--- src/rtl/rstc_pkg.sv ---
package rstc_pkg;
  localparam int unsigned NSRC     = 6;
  localparam int unsigned IDX_POR  = 0;
  localparam int unsigned IDX_PAD  = 1;
  localparam int unsigned IDX_IWDG = 2;
  localparam int unsigned IDX_WWDG = 3;
  localparam int unsigned IDX_DBG  = 4;
  localparam int unsigned IDX_ILL  = 5;

  function automatic int unsigned ceil_cycles(input int unsigned len_ns,
                                              input int unsigned period_ps);
    longint unsigned num;
    num = longint'(len_ns) * 1000;
    return int'((num + period_ps - 1) / period_ps);
  endfunction
endpackage

--- src/rtl/rstc_pad_filter.sv ---
module rstc_pad_filter #(
  parameter int unsigned FILT_CYC  = 3,
  parameter int unsigned BLANK_CYC = 4
) (
  input  logic clk,
  input  logic arst_n,
  input  logic pad_i,
  input  logic self_drive_i,
  output logic hit_o
);
  localparam int unsigned CW = $clog2(FILT_CYC + 1);
  localparam int unsigned BW = $clog2(BLANK_CYC + 1);

  logic [1:0]    sync_q, sync_d;
  logic [CW-1:0] cnt_q, cnt_d;
  logic [BW-1:0] blank_q, blank_d;
  logic          pad_low, masked;

  assign pad_low = ~sync_q[1];
  assign masked  = self_drive_i | (blank_q != '0);

  always_comb begin
    sync_d  = {sync_q[0], pad_i};
    blank_d = blank_q;
    if (self_drive_i)
      blank_d = BW'(BLANK_CYC);
    else if (blank_q != '0)
      blank_d = blank_q - 1'b1;
    cnt_d = cnt_q;
    if (masked || !pad_low)
      cnt_d = '0;
    else if (cnt_q != CW'(FILT_CYC))
      cnt_d = cnt_q + 1'b1;
    hit_o = !masked && pad_low && (cnt_q == CW'(FILT_CYC - 1));
  end

  always_ff @(posedge clk or negedge arst_n) begin
    if (!arst_n) begin
      sync_q  <= 2'b11;
      cnt_q   <= '0;
      blank_q <= '0;
    end else begin
      sync_q  <= sync_d;
      cnt_q   <= cnt_d;
      blank_q <= blank_d;
    end
  end
endmodule

--- src/rtl/rstc_pulse_gen.sv ---
module rstc_pulse_gen #(
  parameter int unsigned PULSE_CYC = 200
) (
  input  logic clk,
  input  logic arst_n,
  input  logic req_i,
  output logic active_o
);
  localparam int unsigned CW = $clog2(PULSE_CYC);

  logic          act_q, act_d;
  logic [CW-1:0] cnt_q, cnt_d;

  always_comb begin
    act_d = act_q;
    cnt_d = cnt_q;
    if (req_i) begin
      act_d = 1'b1;
      cnt_d = CW'(PULSE_CYC - 1);
    end else if (act_q) begin
      if (cnt_q == '0)
        act_d = 1'b0;
      else
        cnt_d = cnt_q - 1'b1;
    end
  end

  always_ff @(posedge clk or negedge arst_n) begin
    if (!arst_n) begin
      act_q <= 1'b1;
      cnt_q <= CW'(PULSE_CYC - 1);
    end else begin
      act_q <= act_d;
      cnt_q <= cnt_d;
    end
  end

  assign active_o = act_q;
endmodule

--- src/rtl/rstc_rel_sync.sv ---
module rstc_rel_sync #(
  parameter int unsigned STAGES = 2
) (
  input  logic clk,
  input  logic arst_n,
  output logic rst_n_o
);
  logic [STAGES-1:0] stg_q, stg_d;

  always_comb stg_d = {stg_q[STAGES-2:0], 1'b1};

  always_ff @(posedge clk or negedge arst_n) begin
    if (!arst_n) stg_q <= '0;
    else         stg_q <= stg_d;
  end

  assign rst_n_o = stg_q[STAGES-1];
endmodule

--- src/rtl/rstc_cause_reg.sv ---
module rstc_cause_reg #(
  parameter int unsigned N = 6
) (
  input  logic         clk,
  input  logic         arst_n,
  input  logic [N-1:0] set_i,
  input  logic         clr_we_i,
  input  logic [N-1:0] clr_i,
  output logic [N-1:0] cause_o
);
  logic [N-1:0] q, d, clr_eff;

  always_comb begin
    clr_eff = clr_we_i ? clr_i : '0;
    d       = (q & ~clr_eff) | set_i;
  end

  always_ff @(posedge clk or negedge arst_n) begin
    if (!arst_n) q <= N'(1);
    else         q <= d;
  end

  assign cause_o = q;
endmodule

--- src/rtl/rst_ctrl.sv ---
module rst_ctrl
  import rstc_pkg::*;
#(
  parameter int unsigned CLK_PERIOD_PS = 100000,
  parameter int unsigned FILT_NS       = 300,
  parameter int unsigned PULSE_NS      = 20000,
  parameter int unsigned BLANK_CYC     = 4,
  parameter int unsigned VEC_W         = 16,
  parameter logic [VEC_W-1:0] BOOT_VEC = 16'h8000
) (
  input  logic             clk,
  input  logic             por_n,
  input  logic             pad_i,
  output logic             pad_oe_o,
  input  logic             req_iwdg_i,
  input  logic             req_wwdg_i,
  input  logic             req_dbg_i,
  input  logic             req_ill_i,
  input  logic             clr_we_i,
  input  logic [5:0]       clr_mask_i,
  output logic             sys_rst_n_o,
  output logic [5:0]       cause_o,
  output logic [VEC_W-1:0] boot_vec_o
);
  localparam int unsigned FILT_RAW  = ceil_cycles(FILT_NS, CLK_PERIOD_PS);
  localparam int unsigned PULSE_RAW = ceil_cycles(PULSE_NS, CLK_PERIOD_PS);
  localparam int unsigned FILT_CYC  = (FILT_RAW < 2) ? 2 : FILT_RAW;
  localparam int unsigned PULSE_CYC = (PULSE_RAW < 2) ? 2 : PULSE_RAW;
  localparam int unsigned BLANK_EFF = (BLANK_CYC < 3) ? 3 : BLANK_CYC;

  logic            pad_hit, any_req, active, rel_arst_n;
  logic [NSRC-1:0] set_vec;

  rstc_pad_filter #(.FILT_CYC(FILT_CYC), .BLANK_CYC(BLANK_EFF)) u_filt (
    .clk(clk), .arst_n(por_n), .pad_i(pad_i),
    .self_drive_i(active), .hit_o(pad_hit)
  );

  always_comb begin
    set_vec           = '0;
    set_vec[IDX_PAD]  = pad_hit;
    set_vec[IDX_IWDG] = req_iwdg_i;
    set_vec[IDX_WWDG] = req_wwdg_i;
    set_vec[IDX_DBG]  = req_dbg_i;
    set_vec[IDX_ILL]  = req_ill_i;
    any_req           = |set_vec;
  end

  rstc_pulse_gen #(.PULSE_CYC(PULSE_CYC)) u_pulse (
    .clk(clk), .arst_n(por_n), .req_i(any_req), .active_o(active)
  );

  assign rel_arst_n = por_n & ~active;

  rstc_rel_sync #(.STAGES(2)) u_rel (
    .clk(clk), .arst_n(rel_arst_n), .rst_n_o(sys_rst_n_o)
  );

  rstc_cause_reg #(.N(NSRC)) u_cause (
    .clk(clk), .arst_n(por_n), .set_i(set_vec),
    .clr_we_i(clr_we_i), .clr_i(clr_mask_i), .cause_o(cause_o)
  );

  assign pad_oe_o   = active;
  assign boot_vec_o = BOOT_VEC;
endmodule

--- config.mk ---
export PLATFORM = sky130hd
export DESIGN_NAME = rst_ctrl
export DESIGN_NICKNAME = d
export VERILOG_FILES = /design/src/rtl/rstc_pkg.sv /design/src/rtl/rstc_pad_filter.sv /design/src/rtl/rstc_pulse_gen.sv /design/src/rtl/rstc_rel_sync.sv /design/src/rtl/rstc_cause_reg.sv /design/src/rtl/rst_ctrl.sv
export SDC_FILE = /design/constraint.sdc
export NUM_CORES = 1
export LEC_CHECK = 0
export CAP_MARGIN = 20
export CORE_MARGIN = 2
export CORE_UTILIZATION = 46
export CTS_CLUSTER_SIZE = 40
export DETAILED_ROUTE_END_ITERATION = 12
export GPL_TIMING_DRIVEN = 0
export PLACE_DENSITY = 0.79
export SETUP_SLACK_MARGIN = 0.02
export SLEW_MARGIN = 40
export SYNTH_ARGS = -nofsm -noshare
export SYNTH_HDL_FRONTEND = slang
export SYNTH_SLANG_ARGS = --single-unit
--- constraint.sdc ---
create_clock -name clk -period 0.8 [get_ports clk]
set_input_delay 0.16 -clock clk [delete_from_list [all_inputs] [get_ports clk]]
set_output_delay 0.16 -clock clk [all_outputs]
set_load 0.01 [all_outputs]
==> metrics.md <==
| Metric | Value |
|---|---|
| Avg Cell Area, Syn | 10.5 µm² |
| Worst-skew pair later-pin latency | 330 ps |
| Reg clk slew, reported paths | 140 ps |
| Wire length per cell | 15.2 µm |
| Initial Utilization | 0.477 |
| Comb power frac | 0.107 |
| Crit path cell chain | or4b_4 -> or4_4 -> nand3_2 |
| Gr busiest metal | met2 |
| Slowest-stage cell, CP | dfstp_2 |
| Psw | 0.541 mW |
| Die Wd | 57.3 µm |
| Run status | complete, but fails checks |
| Required time of the critical path | 1080 ps |
| GRT overflow | 0 |
| Pre-CTS setup slack | -1060 ps |
| Slew Viols, Final | 0 |
| Worst R2R Path Depth | 3 |
| CP Capture Type | register |
| Die Area | 3280 µm² |
| Violation count after the first detailed-routing iteration | 34 |
| Layout fillers | 186 |
| RSZ-0062 raised after global routing | true |
| Final hold slack | -228 ps |
| GR Layer Usage met2 | 0.343 |
| Share of layout cells above drive strength 1 | 0.533 |
| Via count | 1116 |
| Drt drc | 0 |
| Largest net degree at the start of global routing | 24 |
| Final Routed Wirelength | 3260 µm |
| Total Power | 2.44 mW |
| R2r setup slk | -830 ps |
| Multi-input logic area | 779 µm² |
| Sw frac | 0.222 |
| Clock sink count | 24 |
| Max-cap violations | 0 |
| Via count of the first global-routing pass | 1089 |
| Synthesized area | 1310 µm² |
| HPWL after DPL | 1980 µm |
| Seq/Total Area, Yosys | 0.469 |
| Clk pwr share | 0.376 |
| I/O pin count | 38 |
| Clk buf depth | 2 |
| YS warnings | 0 |
| FF+latch count, synth | 24 |
| Cts bufs inserted | 3 |
| Reg area | 613 µm² |
| Least-Margin Pin Slew | 505 ps |
| Fin. Hold Viols | 13 |
| Antenna-violating nets left | 0 |
| M3 GR Usage | 0.0544 |
| Pwr/cell area | 1210 nW/µm² |
| Initial antenna violation count | 0 |
| Part of the power in registers | 0.517 |
| Worst EP arrival | 1910 ps |
| Class of the worst hold path | primary input to asynchronous set/reset pin |
| Area Growth Syn to Fin | 53.9% |
| Leak | 0.935 nW |
| GRT met1 Usage | 0.220 |
| CP Class | register to register |
| Total number of H-tree levels | 1 |
| Violated checks | hold timing, setup timing |
| Final period util | 2.04 |
| Slew HR | 0.663 |
| Port buffer count | 21 |
| Yosys cell types | 39 |
| Setup Skew | 1.92 ps |
| Cell Int Power | 1.90 mW |
| Root buf cell | clkbuf_4 |
| Final min period | 1630 ps |
| F_max | 0.613 GHz |
| First-pass GRT wire length | 4870 µm |
| Post-synthesis cell count | 124 |
| Avg Vias per Cell | 5.19 |
| R2R Path Start | u_pulse.active_o |
| Worst path max stage delay | 570 ps |
| Pre-Repair DR Iteration Count | 4 |
| FF-to-FF End | u_pulse.cnt_q[7] |
| # diodes | 0 |
| Number of synthesized flops with an enable pin | 0 |
| Post-synth top flop | dfrtp_1 |
| Final #Nets | 205 |
| Core box area | 2730 µm² |
| PnR worst setup slack | -831 ps |
| Tot GR Track Use | 0.190 |
| CP Max Fanout | 5 |
| CTS tree | done |
| Startpoint types | register |
| Asr flop ratio synth | 1.00 |
| Final setup viols | 23 |
| Row count | 19 |
| Global placement routability congestion | 0.725 |
| Die Y | 57.3 µm |
| Max IR drop VDD | 2320 µV |
## synth_stat cells (all sizes together) (2+ instances only)
library cell,count,share of area
a21o,4,0.023
nand3,2,0.0077
mux2i,3,0.023
nor2,6,0.017
a21boi,3,0.017
nand2,8,0.023
dfrtp,15,0.29
a211oi,3,0.017
dfstp,9,0.18
nand2b,3,0.014
nor2b,2,0.0096
ha,6,0.058
buf,16,0.092
or4,4,0.026
a211o,2,0.013
o21ai,5,0.019
o211ai,3,0.017
conb,2,0.0058
a21oi,4,0.018
or4b,2,0.018
nor4,2,0.0096
inv,7,0.020
## power by group through the flow
stage	Clock, mW	Combinational, mW	Sequential (mW)
6_report	0.915	0.261	1.26
5_1_grt	0.976	0.284	1.26
4_1_cts	0.921	0.246	1.26
3_5_place_dp	0	0.259	1.28
3_3_place_gp	0	0.256	1.28
2_1_floorplan	0	0.120	1.29
## through the flow
step	setup TNS, ps	util	std cells	hold slack [ps]	cell area, µm²
2_1_floorplan	-7810	-	139	-136	1390
3_3_place_gp	-27120	0.600	191	336	1640
3_5_place_dp	-15380	0.598	191	162	1630
4_1_cts	-11570	0.681	206	-213	1860
5_1_grt	-12850	0.735	215	-201	2010
6_report	-12010	0.735	215	-228	2010
## area by class of cell
class | instances | area share
Timing Repair Buffer | 41 | 0.182
Clock inverter | 1 | 0.0150
Buffer | 17 | 0.0636
Multi-Input combinational cell | 91 | 0.388
Tap cell | 31 | 0.0193
Sequential cell | 24 | 0.305
Inverter | 7 | 0.0156
Clock buffer | 3 | 0.0112
## worst max path at each step
stage / start / end
after floorplan: u_pulse.active_o / u_pulse.cnt_q[7]
after detailed placement: req_iwdg_i / u_pulse.cnt_q[1]
after global routing: u_pulse.active_o / u_pulse.cnt_q[7]
after global placement: req_wwdg_i / u_pulse.cnt_q[1]
final: u_pulse.active_o / u_pulse.cnt_q[7]
after CTS: u_pulse.active_o / u_pulse.cnt_q[7]
## critical path, delay by kind of cell (launching register included)
family	cells	cell delay, ps
and+or+nand+nor	3	1020
DFF	1	570
## cell usage in the layout, fill, tap and decap left out, types with 3 or more instances in the layout
master           instances
ha_1                     3
or4_4                    3
conb_1                  17
clkdlybuf4s50_1         11
buf_6                    9
buf_4                   28
a21boi_2                 3
dfrtp_1                 14
nor2_2                   3
a21o_1                   4
o211ai_1                 3
o21ai_0                  3
inv_2                    3
clkbuf_4                 4
ha_4                     3
mux2i_1                  3
buf_2                    7
dfstp_2                  9
nand2_1                  8
## repair_timing
action	CTS	global route
endpoints found under the setup margin	24	24
buffers inserted	11	13
endpoints found under the hold margin	13	13
pin swaps	10	18
gates resized for setup	66	18
## metal layers
| layer | vias to the layer above | part of all wire |
|---|---|---|
| li1 | 528 | - |
| met1 | 528 | 0.40 |
| met2 | 54 | 0.53 |
| met3 | 6 | 0.056 |
| met4 | 0 | 0.015 |
| met5 | - | 0 |
## state kept, by name, indices dropped and copies added (netlist names)
signal / count
u_cause.cause_o: 6
u_filt.cnt_q: 2
u_pulse.active_o: 1
u_filt.blank_q: 3
u_pulse.cnt_q: 8
u_filt.sync_q: 2
u_rel.stg_q: 2
## logic make-up (layout without fill, tap and decap cells)
kind of cell	after synthesis	after routing	share of synthesized area
other	2	17	0.00575
AOI/OAI and AO/OA	27	27	0.147
adders and majority gates	6	6	0.0575
and+or+nand+nor	36	36	0.170
DFF	24	24	0.469
muxes	3	3	0.0230
buffers and inverters	24	69	0.115
xor gates and xnor gates	2	2	0.0134
Power figures use the tool's default switching activity.
